$ cat config.mk
export PLATFORM = sky130hd
export DESIGN_NAME = window_averager
export DESIGN_NICKNAME = d
export VERILOG_FILES = /design/src/rtl/wavg_pkg.sv /design/src/rtl/wavg_accum.sv /design/src/rtl/wavg_shift.sv /design/src/rtl/wavg_publish.sv /design/src/rtl/window_averager.sv
export SDC_FILE = /design/constraint.sdc
export NUM_CORES = 1
export LEC_CHECK = 0
export BUFFER_PORTS_ARGS = -buffer_cell sky130_fd_sc_hd__buf_2
export CORE_MARGIN = 8
export CORE_UTILIZATION = 39
export DETAILED_ROUTE_END_ITERATION = 8
export GPL_TIMING_DRIVEN = 1
export PLACE_DENSITY = 0.57
export SETUP_SLACK_MARGIN = 0.5
export SYNTH_ARGS = -nofsm -noshare
export SYNTH_HDL_FRONTEND = slang
export SYNTH_HIERARCHICAL = 1
export SYNTH_SLANG_ARGS = --single-unit
$ cat constraint.sdc
create_clock -name clk -period 3.1 [get_ports clk]
set_input_delay 0.62 -clock clk [delete_from_list [all_inputs] [get_ports clk]]
set_output_delay 0.62 -clock clk [all_outputs]
set_load 0.02 [all_outputs]
$ cat src/rtl/wavg_pkg.sv
package wavg_pkg;

    // default geometry of the averager
    localparam int unsigned DEF_SMP_W = 8;
    localparam int unsigned DEF_SEL_W = 4;

    // accumulator action chosen each cycle
    typedef enum logic {
        ACC_ADD  = 1'b0,
        ACC_LOAD = 1'b1
    } acc_op_e;

    // per-cycle control decoded from the strobe
    typedef struct packed {
        acc_op_e op;
        logic    publish;
    } win_ctl_t;

    // width of the full-precision sum for a given geometry
    function automatic int unsigned sum_width(input int unsigned smp_w,
                                              input int unsigned sel_w);
        return smp_w + (32'd1 << sel_w);
    endfunction

    // decode the window strobe into accumulator and publish controls
    function automatic win_ctl_t decode_strobe(input logic strobe);
        win_ctl_t c;
        c.op      = strobe ? ACC_LOAD : ACC_ADD;
        c.publish = strobe;
        return c;
    endfunction

endpackage

$ cat src/rtl/wavg_accum.sv
module wavg_accum
    import wavg_pkg::*;
#(
    parameter int unsigned SMP_W = DEF_SMP_W,
    parameter int unsigned TOT_W = sum_width(DEF_SMP_W, DEF_SEL_W)
) (
    input  logic                    clk,
    input  logic                    rst_n,
    input  acc_op_e                 op,
    input  logic signed [SMP_W-1:0] smp,
    output logic signed [TOT_W-1:0] acc_q
);

    logic signed [TOT_W-1:0] smp_ext;
    logic signed [TOT_W-1:0] acc_d;

    assign smp_ext = TOT_W'(smp);

    always_comb begin
        unique case (op)
            ACC_LOAD: acc_d = smp_ext;
            default:  acc_d = acc_q + smp_ext;
        endcase
    end

    always_ff @(posedge clk) begin
        if (!rst_n) acc_q <= '0;
        else        acc_q <= acc_d;
    end


    reload_chk: assert property (@(posedge clk) disable iff (!rst_n)
        (op == ACC_LOAD) |=> (acc_q == TOT_W'($past(smp))));


    gather_chk: assert property (@(posedge clk) disable iff (!rst_n)
        (op == ACC_ADD) |=> (acc_q == $past(acc_q) + TOT_W'($past(smp))));

endmodule

$ cat src/rtl/wavg_shift.sv
module wavg_shift
    import wavg_pkg::*;
#(
    parameter int unsigned SEL_W = DEF_SEL_W,
    parameter int unsigned SMP_W = DEF_SMP_W,
    parameter int unsigned TOT_W = sum_width(DEF_SMP_W, DEF_SEL_W)
) (
    input  logic signed [TOT_W-1:0] sum_in,
    input  logic        [SEL_W-1:0] amt,
    output logic signed [SMP_W-1:0] mean
);

    logic signed [TOT_W-1:0] stage [SEL_W+1];

    assign stage[0] = sum_in;

    for (genvar k = 0; k < SEL_W; k++) begin : g_stage
        localparam int unsigned STEP = 32'd1 << k;
        if (STEP >= TOT_W) begin : g_full
            assign stage[k+1] = amt[k] ? {TOT_W{stage[k][TOT_W-1]}} : stage[k];
        end else begin : g_part
            assign stage[k+1] = amt[k]
                ? {{STEP{stage[k][TOT_W-1]}}, stage[k][TOT_W-1:STEP]}
                : stage[k];
        end
    end

    assign mean = stage[SEL_W][SMP_W-1:0];

endmodule

$ cat src/rtl/wavg_publish.sv
module wavg_publish
    import wavg_pkg::*;
#(
    parameter int unsigned SMP_W = DEF_SMP_W,
    parameter int unsigned TOT_W = sum_width(DEF_SMP_W, DEF_SEL_W)
) (
    input  logic                    clk,
    input  logic                    rst_n,
    input  logic                    publish,
    input  logic signed [TOT_W-1:0] sum_in,
    input  logic signed [SMP_W-1:0] mean_in,
    output logic signed [TOT_W-1:0] total_q,
    output logic signed [SMP_W-1:0] mean_q
);

    always_ff @(posedge clk) begin
        if (!rst_n) begin
            total_q <= '0;
            mean_q  <= '0;
        end else if (publish) begin
            total_q <= sum_in;
            mean_q  <= mean_in;
        end
    end


    hold_chk: assert property (@(posedge clk) disable iff (!rst_n)
        !publish |=> ($stable(total_q) && $stable(mean_q)));


    clear_chk: assert property (@(posedge clk)
        !rst_n |=> (total_q == '0 && mean_q == '0));

endmodule

$ cat src/rtl/window_averager.sv
module window_averager
    import wavg_pkg::*;
#(
    parameter int unsigned SMP_W = DEF_SMP_W,
    parameter int unsigned SEL_W = DEF_SEL_W,
    localparam int unsigned TOT_W = SMP_W + (32'd1 << SEL_W)
) (
    input  logic                    clk,
    input  logic                    rst_n,
    input  logic signed [SMP_W-1:0] smp_i,
    input  logic        [SEL_W-1:0] shift_sel_i,
    input  logic                    strobe_i,
    output logic signed [TOT_W-1:0] total_o,
    output logic signed [SMP_W-1:0] mean_o
);

    win_ctl_t                ctl;
    logic signed [TOT_W-1:0] acc;
    logic signed [SMP_W-1:0] mean_next;

    assign ctl = decode_strobe(strobe_i);

    wavg_accum #(.SMP_W(SMP_W), .TOT_W(TOT_W)) u_accum (
        .clk   (clk),
        .rst_n (rst_n),
        .op    (ctl.op),
        .smp   (smp_i),
        .acc_q (acc)
    );

    wavg_shift #(.SEL_W(SEL_W), .SMP_W(SMP_W), .TOT_W(TOT_W)) u_shift (
        .sum_in (acc),
        .amt    (shift_sel_i),
        .mean   (mean_next)
    );

    wavg_publish #(.SMP_W(SMP_W), .TOT_W(TOT_W)) u_publish (
        .clk     (clk),
        .rst_n   (rst_n),
        .publish (ctl.publish),
        .sum_in  (acc),
        .mean_in (mean_next),
        .total_q (total_o),
        .mean_q  (mean_o)
    );


    publish_sum_chk: assert property (@(posedge clk) disable iff (!rst_n)
        strobe_i |=> (total_o == $past(acc)));


    mean_floor_chk: assert property (@(posedge clk) disable iff (!rst_n)
        strobe_i |=> (mean_o == SMP_W'($past(acc) >>> $past(shift_sel_i))));


    mean_unshifted_chk: assert property (@(posedge clk) disable iff (!rst_n)
        (strobe_i && shift_sel_i == '0) |=> (mean_o == total_o[SMP_W-1:0]));

endmodule

==> impl_metrics.csv, run 1 <==
group,metric,value,unit
cells_and_area,nNetsFinal,512,
synth,ys.flop_type,"dfxtp_1",
pwr,leakage,2.01,nW
synth,synth_area_per_cell,9.56,µm²
global_route,grt_usage,15.2,%
global_route,grt_max_degree,40,
setup_path,cp_max_fo,23,
global_route,overflow,0,
pwr,powerDensity,470,mW/mm²
cells_and_area,drive_gt1_share,19.0,%
job,cap_violations,0,
placement,portBuffers,46,
clocking,postCtsHoldBufs,0,
die,dieArea,0.0143,mm²
die,rows,38,
global_route,grt_pass1_wl,17900,µm
setup_path,crit_path_start_kind,"input port",
clocking,cts_root_buf,"clkbuf_8",
synth,synth_cell_types,65,
setup_path,worst-path-buf-inv,1,
synth,ys_async_sr_fraction,0,%
drt,drc,0,
synth,ys_seq_area_share,26.8,%
timing,drv_slew,0,
placement,dp_hpwl,8230,µm
timing,max_slew_margin,69.0,%
clocking,clock_sinks,56,
setup_path,critPathSlowestCell,"or4_1",
global_route,grt_pass1_vias,3473,
drt,drt_first_pass_iters,4,
setup_path,cp.required,3.37,ns
cells_and_area,n_antenna_cell,0,
setup_path,worstSetupPathType,"input port to register",
synth,postSynthCellCount,438,
die,die_h,120,µm
clocking,clkLatencyLatePin,0.32,ns
pwr,swShare,37.7,%
die,start_util,39.3,%
clocking,cts_tree,"done",
pwr,seq_power_share,41.3,%
drt,dr_total_vias,3517,
global_route,antenna_found_initial,0,
timing,finalHoldViolCount,0,
synth,synth.top_cell.area_share,26.8,%
pwr,comb_power_share,37.7,%
timing,rsz0062_at_grt,"yes",
timing,fmax,389,MHz
synth,synth-seq-cells,56,
setup_path,cp_slowest_stage_delay,0.54,ns
pwr,switching_power,0.814,mW
timing,fin_tns_setup,0,ns
clocking,cts.clk_slew.worst_paths,0.11,ns
setup_path,cp_top_family,"compound AO/OA/AOI/OAI gates",
cells_and_area,stdcell_count,614,
drt,totalWireLength,10900,µm
placement,gp_congestion,0.903,
clocking,htree_levels,2,
synth,synth_fp_nets,477,
timing,setup_viol,0,
synth,synth_area,0.00419,mm²
placement,dp.cells,604,
setup_path,cp_cell_sequence,"clkbuf_4 > ha_1 > a21oi_2 > a21boi_2 > a311oi_4 > a21oi_2 > or4_1 > nand3_1",
drt,ant_nets,0,
synth,yosys.area.top_type,"dfxtp_1",
synth,synth-edff-count,0,
status,status,"finished clean",
die,design.portCount,47,
pwr,p_clk_share,21.0,%
setup_path,cp_common_cell,"a21oi_2",
timing,worstMarginPinSlew,0.466,ns
synth,ys_warn_count,6,
cells_and_area,syn_to_final_growth,9.81,%
synth,synthTopCellsByArea,"dfxtp_1 27%, mux2i_1 11%, ha_1 6.9%",
clocking,clockBufferDepth,2,
pwr,peakVddDrop,0.193,mV
pwr,internal_power,1.35,mW
drt,drtIter0Drc,209,
die,core,0.0107,mm²
timing,min_period_over_period,82.9,%
clocking,cts_buffers,5,
die,die_x,120,µm
drt,wl_per_cell,17.8,µm
timing,clock_skew,0.00579,ns
timing,period_minus_slack,2.57,ns
setup_path,cp.arrival,2.84,ns
drt,viasPerCell,5.73,
setup_path,worst_setup_path_end_kind,"register",
min_path,worstHoldPathType,"register to register",
## flip-flops by register name, summed over array words and instances (netlist names)
| name | count |
|---|---|
| u_accum/acc_q | 24 |
| u_publish/total_q | 24 |
| u_publish/mean_q | 8 |
## cells in the final DEF, fill, tap and decap left out, types with 3 or more instances in the layout
cell type / netlist / routed
dfxtp_1: 56 / 55
mux2i_1: 47 / 47
buf_2: 4 / 45
nor2b_1: 37 / 37
nand2_1: 24 / 24
ha_1: 23 / 23
o21ai_0: 21 / 21
nand3_1: 17 / 17
a21oi_1: 15 / 13
nor2_1: 12 / 12
nor3_1: 11 / 11
buf_4: 2 / 10
a21o_1: 10 / 10
and2_1: 9 / 9
mux4_1: 9 / 9
inv_1: 7 / 7
nand4_1: 7 / 7
a211oi_1: 8 / 7
mux4_2: 7 / 7
clkbuf_8: 0 / 6
o31ai_1: 6 / 6
o21a_1: 5 / 5
a21oi_2: 3 / 5
and3_1: 5 / 5
a31oi_1: 4 / 4
nand2b_1: 4 / 4
o21bai_1: 4 / 4
xnor2_1: 4 / 4
xor2_1: 4 / 4
o22ai_1: 4 / 4
nor4_1: 3 / 3
nand3b_1: 3 / 3
mux2_2: 3 / 3
## through the flow
step | utilization [%] | power, mW | instance area (µm²) | hold slack [ns] | setup slack (ns)
after global routing | 43.2 | 2.31 | 4600 | 0.548 | 0.463
after CTS | 42.8 | 2.16 | 4550 | 0.531 | 0.552
after global placement | 41.8 | 1.70 | 4450 | 0.490 | 0.226
after detailed placement | 41.8 | 1.71 | 4450 | 0.502 | 0.203
final | 43.2 | 2.16 | 4600 | 0.527 | 0.529
after floorplan | - | 1.50 | 4190 | 0.505 | 0.630
## per-layer routing
metal / global-route usage (%) / vias up / part of all wire, %
met5: 0 / - / 0
met4: 6.32 / 0 / 2.2
met3: 2.68 / 17 / 5.0
met2: 25.1 / 89 / 47
met1: 19.2 / 1676 / 46
li1: - / 1735 / -
## synthesized netlist by cell type, types with 4 or more instances
cell and n:
and2_1 9, nor2b_1 37, inv_1 7, a21oi_1 15
o21a_1 5, ha_1 23, mux4_2 7, dfxtp_1 56
nand4_1 7, clkbuf_1 16, a21o_1 10, nand3_1 17
buf_12 4, o31ai_1 6, a211oi_1 8, buf_2 4
o22ai_1 4, nand2_1 24, nor3_1 11, mux4_1 9
mux2i_1 47, nand2b_1 4, o21bai_1 4, and3_1 5
a31oi_1 4, xnor2_1 4, xor2_1 4, nor2_1 12
o21ai_0 21
## layout make-up
| type | count | area [µm²] |
|---|---|---|
| Inverter | 8 | 30.0 |
| Timing Repair Buffer | 56 | 308 |
| Tap cell | 140 | 175 |
| Sequential cell | 56 | 1120 |
| Clock buffer | 6 | 82.6 |
| Fill cell | 1071 | 6050 |
| Multi-Input combinational cell | 346 | 2860 |
| Clock inverter | 2 | 17.5 |
## kinds of logic after synthesis
| family | count (synthesis) | share of synthesized area [%] |
|---|---|---|
| simple gates | 144 | 19.5 |
| compound gates | 104 | 17.8 |
| mux | 66 | 21.5 |
| flops | 56 | 26.8 |
| xor+xnor | 8 | 1.67 |
| buf+inv | 36 | 5.44 |
| fa+ha+maj | 24 | 7.35 |
## timing repair
action,4_1_cts,5_1_grt
endpoints found under the setup margin,0,6
setup buffers,0,2
gates resized for setup,0,6
## worst min-delay path, cell delays in order, from the launching register on
cell	delay, ns
dfxtp_1	0.34
mux2i_1	0.07
nor2b_1	0.09
## power by group through the flow
stage / sequential [mW] / combinational (mW) / clock, mW
global placement: 0.909 / 0.793 / 0
CTS: 0.893 / 0.801 / 0.471
global route: 0.904 / 0.899 / 0.509
detailed placement: 0.910 / 0.798 / 0
floorplan: 0.899 / 0.597 / 0
finish: 0.893 / 0.813 / 0.454
## worst paths after layout
path	startpoint	endpoint	slack, ns	cells past startpoint
max reg2reg	u_accum/acc_q[8]	u_accum/acc_q[16]	0.61	7
min	u_publish/total_q[22]	u_publish/total_q[22]	0.53	2
max	smp_i[7]	u_accum/acc_q[16]	0.53	8
min reg2reg	u_publish/total_q[22]	u_publish/total_q[22]	0.53	2
Note: power is estimated with default switching activity, not from simulation.
==> run 2, diff against run 1 <==
clock period = 2.4 ns   (was 3.1 ns; I/O delays follow)
==> impl_metrics.csv, run 2 (synthesized netlist as in run 1, its figures left out) <==
group,metric,value,unit
min_path,min-delay-start,"smp_i[4]",
status,status,"finished clean",
timing,min_period_over_period,91.4,%
die,die_h,120,µm
job,cap_violations,0,
timing,fmax,456,MHz
drt,totalWireLength,12100,µm
placement,dp.cells,652,
global_route,grt_pass1_vias,3782,
min_path,min_to,"u_accum/acc_q[4]",
setup_path,worst-r2r-cell-count,10,
clocking,clkLatencyLatePin,0.32,ns
drt,drc,0,
cells_and_area,n_antenna_cell,0,
setup_path,r2r-start,"u_accum/acc_q[0]",
timing,worstMarginPinSlew,0.455,ns
drt,drt_first_pass_iters,7,
setup_path,worstSetupPathType,"register to register",
drt,viasPerCell,5.67,
drt,ant_nets,0,
die,core,0.0107,mm²
cells_and_area,syn_to_final_growth,32.2,%
drt,wl_per_cell,17.9,µm
global_route,antenna_found_initial,0,
setup_path,cp_max_fo,2,
timing,period_minus_slack,2.19,ns
clocking,cts.clk_slew.worst_paths,0.10,ns
clocking,clock_sinks,56,
global_route,grt_pass1_wl,19400,µm
timing,fin_tns_setup,0,ns
die,dieArea,0.0143,mm²
die,design.portCount,47,
setup_path,crit_path_start_kind,"register",
setup_path,worst_setup_path_end_kind,"register",
placement,portBuffers,46,
placement,gp_congestion,0.850,
timing,finalHoldViolCount,0,
clocking,cts_root_buf,"clkbuf_8",
pwr,leakage,2.36,nW
setup_path,cp.arrival,2.46,ns
drt,drtIter0Drc,248,
setup_path,rr_endpoint,"u_accum/acc_q[8]",
cells_and_area,final_common_cell,"buf_4",
timing,clock_skew,0.00801,ns
min_path,whs_path_depth,3,
placement,dp_hpwl,8800,µm
die,rows,38,
cells_and_area,nNetsFinal,577,
pwr,peakVddDrop,0.255,mV
global_route,overflow,0,
clocking,clockBufferDepth,2,
timing,setup_viol,0,
pwr,finalPower,3.19,mW
placement,place_area,0.00500,mm²
die,start_util,39.3,%
cells_and_area,stdcell_count,679,
setup_path,reg2reg_slack,0.21,ns
cells_and_area,finish.utilization,52.0,%
clocking,cts_buffers,5,
cells_and_area,final_area,0.00553,mm²
timing,rsz0062_at_grt,"yes",
die,die_x,120,µm
global_route,grt_max_degree,34,
pwr,powerDensity,577,mW/mm²
drt,dr_total_vias,3847,
cells_and_area,drive_gt1_share,37.7,%
clocking,htree_levels,2,
placement,post-place-ws,-0.141,ns
cells_and_area,final_cell_mix,"67 x buf_4, 47 x mux2i_1, 47 x dfxtp_1, 45 x buf_2, 37 x nor2b_1",
timing,setup_slack,0.206,ns
setup_path,cp.required,2.67,ns
min_path,worstHoldPathType,"input port to register",
timing,whs,0.448,ns
timing,max_slew_margin,69.7,%
cells_and_area,reg_top3,"u_accum/acc_q (24), u_publish/total_q (24), u_publish/mean_q (8)",
timing,drv_slew,0,
clocking,cts_tree,"done",
clocking,postCtsHoldBufs,0,
global_route,grt_usage,16.5,%
[run 2: cell types whose count changed in the layout (fill, tap and decap cells not counted), sizes merged]
cell and change:
buf +66, inv -2, clkinvlp +1
[run 2: worst max path at each step]
stage	to	depth (start not counted)	slack, ns	start
detailed placement	u_accum/acc_q[20]	10	-0.14	smp_i[0]
global placement	u_accum/acc_q[18]	10	-0.12	smp_i[0]
finish	u_accum/acc_q[8]	10	0.21	u_accum/acc_q[0]
floorplan	u_accum/acc_q[18]	9	0.18	smp_i[0]
global route	u_accum/acc_q[8]	10	0.08	u_accum/acc_q[0]
CTS	u_accum/acc_q[8]	10	0.23	u_accum/acc_q[0]
[run 2: area by class of cell]
cell class	count	area (µm²)
inverter	8	30.0
timing repair buffer	121	867
sequential	56	1140
clock inverter	1	7.51
clock buffer	7	86.3
tap	140	175
fill	996	5120
multi-input combinational	346	3230
[run 2: what timing repair did]
action | 4_1_cts | 5_1_grt
endpoints found under the setup margin | 19 | 18
pin swaps | 27 | 8
resized for setup | 46 | 16
cloned | 1 | 0
setup buffers | 15 | 3
[run 2: power by group]
group,internal (mW),switching (mW),total (mW),leakage [nW]
sequential,1.03,0.117,1.15,0.464
clock,0.236,0.338,0.574,0.0445
combinational,0.746,0.724,1.47,1.85
total,2.01,1.18,3.19,2.36
[run 2: worst max-delay path, cell delays in order (launching register included)]
cell     delay [ns]
dfxtp_2        0.35
ha_4           0.16
inv_2          0.05
fa_2           0.22
nor2b_4        0.04
o31a_1         0.29
buf_4          0.16
o21a_1         0.19
o21a_1         0.20
or4_1          0.40
nand3_1        0.09
[run 2: routing by layer]
layer | GRT usage (%) | up-vias | share of wire (%)
met4 | 5.31 | 0 | 1.8
li1 | - | 1856 | -
met1 | 20.1 | 1884 | 44
met5 | 0 | - | 0
met3 | 2.49 | 12 | 4.9
met2 | 29.0 | 95 | 50
